File: config.mk
export PLATFORM = sky130hd
export DESIGN_NAME = iir2_lowpass
export DESIGN_NICKNAME = d
export VERILOG_FILES = /design/src/rtl/iir2_pkg.sv /design/src/rtl/iir2_mac.sv /design/src/rtl/iir2_sat.sv /design/src/rtl/iir2_lowpass.sv
export SDC_FILE = /design/constraint.sdc
export NUM_CORES = 1
export LEC_CHECK = 0
export BUFFER_PORTS_ARGS = -buffer_cell sky130_fd_sc_hd__buf_2
export CORE_MARGIN = 2
export CORE_UTILIZATION = 51
export CTS_BUF_LIST = sky130_fd_sc_hd__clkbuf_4 sky130_fd_sc_hd__clkbuf_8
export CTS_CLUSTER_SIZE = 30
export DETAILED_ROUTE_END_ITERATION = 10
export HOLD_SLACK_MARGIN = 0.06
export PLACE_DENSITY = 0.69
export SYNTH_ARGS = -nofsm -noshare
export SYNTH_HDL_FRONTEND = slang
export SYNTH_SLANG_ARGS = --single-unit
File: constraint.sdc
create_clock -name clk_i -period 10.35 [get_ports clk_i]
set_clock_uncertainty 0.05 [all_clocks]
set_input_delay 0 -clock clk_i [delete_from_list [all_inputs] [get_ports clk_i]]
set_output_delay 0 -clock clk_i [all_outputs]
set_load 0.01 [all_outputs]
File: src/rtl/iir2_pkg.sv
package iir2_pkg;
  // Q2.16 coefficients, rounded to nearest
  localparam int DEF_B0 = 8592;
  localparam int DEF_B1 = 17184;
  localparam int DEF_B2 = 8592;
  localparam int DEF_A1 = 49007;
  localparam int DEF_A2 = 17840;
  localparam int NTAP   = 5;
endpackage

File: src/rtl/iir2_mac.sv
module iir2_mac #(
  parameter int DATA_W = 16,
  parameter int COEF_W = 18,
  parameter int ACC_W  = 40,
  parameter int NTAP   = 5,
  parameter logic [NTAP*COEF_W-1:0] COEF_VEC = '0
) (
  input  logic signed [DATA_W-1:0] taps_i [NTAP],
  output logic signed [ACC_W-1:0]  acc_o
);
  logic signed [ACC_W-1:0] prod [NTAP];

  for (genvar g = 0; g < NTAP; g++) begin : g_prod
    localparam logic signed [COEF_W-1:0] C = COEF_VEC[g*COEF_W +: COEF_W];
    assign prod[g] = ACC_W'(taps_i[g]) * ACC_W'(C);
  end

  always_comb begin
    acc_o = '0;
    for (int i = 0; i < NTAP; i++) acc_o = acc_o + prod[i];
  end
endmodule

File: src/rtl/iir2_sat.sv
module iir2_sat #(
  parameter int DATA_W = 16,
  parameter int ACC_W  = 40,
  parameter int FRAC_W = 16
) (
  input  logic signed [ACC_W-1:0]  acc_i,
  output logic signed [DATA_W-1:0] y_o
);
  localparam logic signed [ACC_W-1:0] MAX_V = ACC_W'((1 << (DATA_W - 1)) - 1);
  localparam logic signed [ACC_W-1:0] MIN_V = -ACC_W'(1 << (DATA_W - 1));

  logic signed [ACC_W-1:0] shifted;
  assign shifted = acc_i >>> FRAC_W;  // floor

  always_comb begin
    if (shifted > MAX_V)      y_o = MAX_V[DATA_W-1:0];
    else if (shifted < MIN_V) y_o = MIN_V[DATA_W-1:0];
    else                      y_o = shifted[DATA_W-1:0];
  end

  always_comb begin
    if (shifted > MAX_V) AST_SAT_HIGH: assert (y_o == {1'b0, {(DATA_W-1){1'b1}}});
    if (shifted < MIN_V) AST_SAT_LOW: assert (y_o == {1'b1, {(DATA_W-1){1'b0}}});
  end
endmodule

File: src/rtl/iir2_lowpass.sv
module iir2_lowpass
  import iir2_pkg::*;
#(
  parameter int DATA_W = 16,
  parameter int COEF_W = 18,
  parameter int FRAC_W = 16,
  parameter int ACC_W  = 40,
  parameter int B0 = DEF_B0,
  parameter int B1 = DEF_B1,
  parameter int B2 = DEF_B2,
  parameter int A1 = DEF_A1,
  parameter int A2 = DEF_A2
) (
  input  logic                     clk_i,
  input  logic                     rst_ni,
  input  logic                     valid_i,
  input  logic signed [DATA_W-1:0] x_i,
  output logic                     valid_o,
  output logic signed [DATA_W-1:0] y_o
);
  // tap order: x[n], x[n-1], x[n-2], y[n-1], y[n-2]; feedback sign folded in
  localparam logic [NTAP*COEF_W-1:0] COEF_VEC =
    {COEF_W'(-A2), COEF_W'(A1), COEF_W'(B2), COEF_W'(B1), COEF_W'(B0)};

  logic signed [DATA_W-1:0] x1_q, x2_q, y2_q;
  logic signed [DATA_W-1:0] taps [NTAP];
  logic signed [ACC_W-1:0]  acc;
  logic signed [DATA_W-1:0] y_next;

  always_comb begin
    taps[0] = x_i;
    taps[1] = x1_q;
    taps[2] = x2_q;
    taps[3] = y_o;   // output register doubles as y[n-1]
    taps[4] = y2_q;
  end

  iir2_mac #(
    .DATA_W(DATA_W), .COEF_W(COEF_W), .ACC_W(ACC_W), .NTAP(NTAP), .COEF_VEC(COEF_VEC)
  ) u_mac (
    .taps_i(taps),
    .acc_o (acc)
  );

  iir2_sat #(
    .DATA_W(DATA_W), .ACC_W(ACC_W), .FRAC_W(FRAC_W)
  ) u_sat (
    .acc_i(acc),
    .y_o  (y_next)
  );

  always_ff @(posedge clk_i or negedge rst_ni) begin
    if (!rst_ni) begin
      x1_q    <= '0;
      x2_q    <= '0;
      y2_q    <= '0;
      y_o     <= '0;
      valid_o <= 1'b0;
    end else begin
      valid_o <= valid_i;
      if (valid_i) begin
        x1_q <= x_i;
        x2_q <= x1_q;
        y2_q <= y_o;
        y_o  <= y_next;
      end
    end
  end

  AST_VALID_FOLLOWS: assert property (@(posedge clk_i) disable iff (!rst_ni)
    valid_i |=> valid_o);
  AST_NO_SPURIOUS_VALID: assert property (@(posedge clk_i) disable iff (!rst_ni)
    !valid_i |=> !valid_o);
  AST_HOLD_OUT: assert property (@(posedge clk_i) disable iff (!rst_ni)
    !valid_i |=> $stable(y_o));
  AST_HOLD_STATE: assert property (@(posedge clk_i) disable iff (!rst_ni)
    !valid_i |=> ($stable(x1_q) && $stable(x2_q) && $stable(y2_q)));
  AST_X_CHAIN: assert property (@(posedge clk_i) disable iff (!rst_ni)
    valid_i |=> (x2_q == $past(x1_q) && x1_q == $past(x_i)));
  AST_Y_CHAIN: assert property (@(posedge clk_i) disable iff (!rst_ni)
    valid_i |=> (y2_q == $past(y_o)));
endmodule

==> metrics.md, run 1 <==
| Metric | Value |
|---|---|
| Status | complete, no violations |
| Max Cap Violations | 0 |
| Die W | 218 um |
| Place WS | -0.0458 ns |
| Async S/R FF share, synth | 100% |
| Synth Area in Compound Gates | roughly a tenth |
| Final hold slack | between 0.1 and 0.15 ns |
| First-pass GRT wire length | roughly 96 mm |
| Critical Path Fanout Max | 7 |
| GRT Util Overall | 26.2% |
| Port bufs | 35 |
| ANT cells | 0 |
| Main combinational cell family by area after synthesis | adder cells |
| Post-synthesis sequential area ratio | roughly 7.0% |
| Worst-margin pin slew | approximately 1 ns |
| Simple-gate share of the synthesized area | approximately 6% |
| Total Die Area | around 47000 um^2 |
| Worst min path class | in2reg |
| Most common cell after layout, fill and taps aside | inv_1 |
| CP startpoint kind | flip-flop |
| Worst-Skew Late Latency | 0.44 ns |
| Xor/xnor share of the synthesized area | 5.78% |
| Number of vias in the routed layout | about 17000 |
| DR pass1 iterations | 5 |
| Area grow syn2layout | 8.87% |
| Final WS setup | 0.217 ns |
| Hold Path End | x1_q[15] |
| Routed wire length | 59.3 mm |
| Reg2Reg Depth | 39 |
| Critical-path top delay cell | fa_2 |
| CTS Buffer Depth | 2 |
| Mapped Cells | between 2000 and 2500 |
| Hold path start | x_i[15] |
| HPWL after DPL | a little over 50 mm |
| Final setup fails | 0 |
| Total gr overflow | 0 |
| Yosys reg bits | 65 |
| Fmax | approximately 99 MHz |
| Number of global-route vias before repair | about 18000 |
| Adder and majority gate portion of the synthesized area | between 50 and 60% |
| Syn avg cell area | 9.72 um^2 |
| DRC errors left | 0 |
| R2R Path End | y_o[9] |
| Layout cell share with drive strength beyond 1 | under 10% |
| Most frequent cells in the layout | inv_1, ha_1, fa_1, a21oi_1, xnor2_1 |
| Core Box Area | 45200 um^2 |
| Synthesized cell area | 23300 um^2 |
| Critical R2R Launch | y_o[9] |
| Via-to-Cell Ratio | about 5.5 |
| Mapped Nets | approximately 3300 |
| # clock sinks | 65 |
| Die Ht | about 220 um |
| Worst EP arrival | 10.37 ns |
| Total clock buffers created by CTS | 9 |
| Setup crit end kind | flip-flop |
| DRT iter0 DRCs | between 900 and 1000 |
| CP Class | reg2reg |
| Setup_tns | 0 ns |
| H-tree levels | 3 |
| Prevailing post-synth register cell | dfrtp_1 |
| Min cycle time layout | 10.13 ns |
| Fin. Hold Viols | 0 |
| Final Net Count | roughly 3400 |
| I/O pins | 36 |
| Post-synth EDFFs | 0 |
| Final Max Tran Viols | 0 |
| Gpl congestion | ~0.94 |
| Required time of the critical path | between 10 and 15 ns |
| Fraction of synthesized area in multiplexers | roughly 2% |
| Critical Path Most Common Cell | fa_1 |
| Hold path depth | 2 |
| Max stage delay on crit path | about 0.63 ns |
| Worst-path clk slew | approximately 0.10 ns |
| CTS tree | yes |
| Flop-to-flop setup slack | roughly 0.22 ns |
| Relative slew margins | 33.6% |
| Clock root buffer | clkbuf_8 |
| Ys Warns | 0 |
| Routed wire length per instance | between 15 and 20 um |
| Initial Utilization | between 50 and 60% |
| Cell Rows | 78 |
| Routed Antenna Nets | 0 |
| Yosys cell types | 74 |
| Initial antenna violation count | 0 |
| Final worst path period share | between 90% and 100% |
| Pin count of the biggest net entering global routing | 66 |
-- synth_stat cells (9+ instances only) --
cell / n / area (um^2)
a21o_1: 39 / 293
xor2_1: 59 / 517
buf_4: 17 / 128
nand2_1: 86 / 323
nor2b_1: 13 / 81.3
inv_1: 570 / 2140
o221ai_2: 10 / 150
a31oi_1: 12 / 75.1
o21bai_1: 16 / 120
mux2_2: 39 / 439
nor3_1: 28 / 140
and2_1: 13 / 81.3
clkbuf_1: 16 / 60.1
xnor2_1: 93 / 815
nand2b_1: 20 / 125
o21ai_0: 64 / 320
dfrtp_1: 65 / 1630
fa_1: 345 / 6910
ha_1: 544 / 6810
nand4_1: 9 / 56.3
nand3_1: 30 / 150
a21oi_1: 108 / 541
nor2_1: 58 / 218
o21a_1: 16 / 120
and3_1: 9 / 56.3
-- cells by family after synthesis --
| family | after synthesis |
|---|---|
| compound gates | 345 |
| buf+inv | 608 |
| fa+ha+maj | 889 |
| mux | 43 |
| flops | 65 |
| simple gates | 293 |
| xor+xnor | 153 |
-- area by class of cell --
type                            count  area [um^2]
Clock buffer                       12          153
Timing Repair Buffer              114          866
Multi-Input combinational cell   1723        19800
Tap cell                          600          751
Sequential cell                    65         1630
Inverter                          570         2140
Clock inverter                      4         28.8
Fill cell                        3860        19800
-- worst max-delay path by stage --
stage               endpoint  cells past startpoint  slack (ns)  startpoint
CTS                   y_o[3]                     37       0.004      y_o[4]
global route          y_o[0]                     38       -0.14      y_o[2]
finish                y_o[9]                     39        0.22      y_o[9]
floorplan            y_o[13]                     37        0.39      y_o[4]
global placement      y_o[4]                     37        0.15      y_o[1]
detailed placement    y_o[3]                     38       -0.05      y_o[9]
-- through the flow --
stage	instance area (um^2)	instances	utilization (%)
floorplan	23300	2396	-
global placement	24400	3044	54.0
detailed placement	24400	3044	54.0
CTS	24800	3079	54.8
global route	25400	3088	56.1
finish	25400	3088	56.1
-- critical path: cells and delay by family (launching register included) --
kind	cells	cell delay (ns)
xor+xnor	1	0.12
simple gates	4	0.51
fa+ha+maj	11	5.38
buf+inv	8	0.76
compound gates	15	2.70
flops	1	0.48
-- what timing repair did --
action | 4_1_cts | 5_1_grt
setup endpoints to repair | 12 | 15
setup buffers | 0 | 7
endpoints found under the hold margin | 82 | 0
pin swaps | 0 | 41
resized for setup | 3 | 90
hold buffers | 19 | 0
cloned | 0 | 2
-- state kept, by name, summed over array words and instances, names as in the netlist --
name,count
valid_o,1
x1_q,16
x2_q,16
y2_q,16
y_o,16
-- metal layers --
layer	wire [um]	vias up	global-route usage, %
met5	0	-	0
met4	1540	0	7.03
met3	2270	85	3.24
met2	29800	357	46.6
met1	25700	8439	33.7
li1	-	7974	-
Power of run 1 is left out: the tool's default activity adds up to more than one toggle a clock period on the data nets, which glitch-free logic cannot reach.
==> inputs of run 2 (changes only) <==
- CELL_PAD_IN_SITES_DETAIL_PLACEMENT: not set -> 0
- CELL_PAD_IN_SITES_GLOBAL_PLACEMENT: not set -> 2
- CORE_UTILIZATION: 51 -> 40
- PLACE_DENSITY: 0.69 -> not set
- PLACE_DENSITY_LB_ADDON: not set -> 0.1
==> run 2 against run 1 <==
  * Via count fell by 2.9%
  * Sequential cell count did not move
  * Maximum frequency rose by 1.9%
  * Global-route usage fell by 4.2 points
  * Sequential share of layout area fell by 0.074 points
  * Cell area rose by 1.3%
  * Wire length rose by 6.6%
  * Core utilization fell by 12 points
  * Non-clock buffer count rose by 25
  * Largest cell class unchanged
  * Highest routed layer unchanged
==> metrics.md, run 2 (synthesis results as in run 1) <==
| Metric | Value |
|---|---|
| Status | complete, no violations (unchanged) |
| I/O pins | 36 (unchanged) |
| Flop-to-flop setup slack | 0.40 ns (was 0.22 ns) |
| Largest delay contributor family on the critical path | adder cells (unchanged) |
| Hold path start | x_i[15] (unchanged) |
| Initial antenna violation count | 1 (was 0) |
| Fin. Hold Viols | 0 (unchanged) |
| H-tree levels | 3 (unchanged) |
| Hold Path End | x1_q[15] (unchanged) |
| CP Buf/Inv Count | 8 (unchanged) |
| Worst-path clk slew | 0.08 ns (was 0.10 ns) |
| GRT Util Overall | 22.1% (was 26.2%) |
| Routed Antenna Nets | 0 (unchanged) |
| Fillers | 5668 (was 3860) |
| DRC errors left | 0 (unchanged) |
| Area grow syn2layout | 10.3% (was 8.87%) |
| Critical Path Fanout Max | 8 (was 7) |
| HPWL after DPL | 56.3 mm (was 51.3 mm) |
| DRT iter0 DRCs | 530 (was 922) |
| Final setup fails | 0 (unchanged) |
| Worst min path class | in2reg (unchanged) |
| Total gr overflow | 0 (unchanged) |
| Critical-path top delay cell | fa_2 (unchanged) |
| Reg2Reg Depth | 35 (was 39) |
| Die W | 245 um (was 218 um) |
| Required time of the critical path | 10.63 ns (was 10.58 ns) |
| Final Max Tran Viols | 0 (unchanged) |
| Critical R2R Launch | y_o[5] (was y_o[9]) |
| CTS Buffer Depth | 2 (unchanged) |
| Core Box Area | 57700 um^2 (was 45200 um^2) |
| Initial Utilization | 40.4% (was 51.6%) |
| CP Class | reg2reg (unchanged) |
| CTS tree | yes (unchanged) |
| Pin count of the biggest net entering global routing | 66 (unchanged) |
| Worst-margin pin slew | 1.02 ns (was 0.996 ns) |
| Worst-Skew Late Latency | 0.43 ns (was 0.44 ns) |
| Via-to-Cell Ratio | 4.99 (was 5.46) |
| Placed Instances | 3229 (was 3044) |
| Routed wire length | 63.2 mm (was 59.3 mm) |
| Crit path from | y_o[5] (was y_o[9]) |
| Final worst path period share | 96.1% (was 97.9%) |
| Place WS | -0.0798 ns (was -0.0458 ns) |
| Final WS setup | 0.404 ns (was 0.217 ns) |
| Routed wire length per instance | 19.3 um (was 19.2 um) |
| Relative slew margins | 32.1% (was 33.6%) |
| Cell Rows | 88 (was 78) |
| Critical Path Most Common Cell | fa_1 (unchanged) |
| Total clock buffers created by CTS | 9 (unchanged) |
| Setup crit end kind | flip-flop (unchanged) |
| DR pass1 iterations | 5 (unchanged) |
| # clock sinks | 65 (unchanged) |
| Most frequent cells in the layout | inv_1, ha_1, fa_1, a21oi_1, xnor2_1 (unchanged) |
| Die Ht | 245 um (was 218 um) |
| Number of global-route vias before repair | 17840 (was 18282) |
| Max stage delay on crit path | 0.58 ns (was 0.63 ns) |
| Min cycle time layout | 9.95 ns (was 10.13 ns) |
| Hold path depth | 2 (unchanged) |
| Most common cell after layout, fill and taps aside | inv_1 (unchanged) |
| Final Net Count | 3416 (was 3391) |
| Count of non-filler cells in the finished layout | 3279 (was 3088) |
| Multi-input gate area | 19700 um^2 (was 19800 um^2) |
| Layout cell share with drive strength beyond 1 | 10.9% (was 9.89%) |
| Fmax | 101 MHz (was 98.7 MHz) |
| R2R Path End | y_o[8] (was y_o[9]) |
| First-pass GRT wire length | 100 mm (was 95.8 mm) |
| Port bufs | 35 (unchanged) |
| CP startpoint kind | flip-flop (unchanged) |
| Util after Layout | 44.5% (was 56.1%) |
| Storage cell area | 1630 um^2 (about the same) |
| Clock root buffer | clkbuf_8 (unchanged) |
| Number of vias in the routed layout | 16374 (was 16855) |
| Total Die Area | 60200 um^2 (was 47400 um^2) |
| Gpl congestion | 0.869 (was 0.941) |
| Max Cap Violations | 0 (unchanged) |
| Worst EP arrival | 10.23 ns (was 10.37 ns) |
[run 2: layout make-up]
cell class	count	area share (%)
diodes	1	0.00974
clock buffers	14	0.701
clock inverters	2	0.136
inverters	570	8.32
multi-input cells	1723	76.6
flip-flops and latches	65	6.36
well taps	765	3.72
repair buffers	139	4.12
[run 2: how the worst max path moves through the flow]
stage,endpoint,cells past startpoint
global placement,y_o[1],36
floorplan,y_o[13],37
CTS,y_o[1],37
detailed placement,y_o[1],36
global route,y_o[8],37
finish,y_o[8],35
[run 2: timing repair]
item,CTS,global route
hold buffers,19,0
setup endpoints to repair,15,15
resized for setup,3,78
endpoints found under the hold margin,84,0
pin swaps,0,38
cloned,0,1
setup buffers,0,13
[run 2: per-layer routing]
metal  up-vias  global-route usage (%)  wire length [um]
met5         -                       0                 0
met4         0                    4.87              1010
met3        38                    1.39              1010
met2       134                    39.6             32000
met1      8192                    29.1             29300
li1       8010                       -                 -
[run 2: stage by stage]
step,hold WS (ns),TNS (ns),area (um^2)
floorplan,-0.346,0,23300
global placement,0.202,-0.0701,24800
detailed placement,0.197,-0.0798,24800
CTS,0.0939,0,25200
global route,0.149,-0.136,25700
finish,0.130,0,25700
Power of run 2 is left out for the same reason.
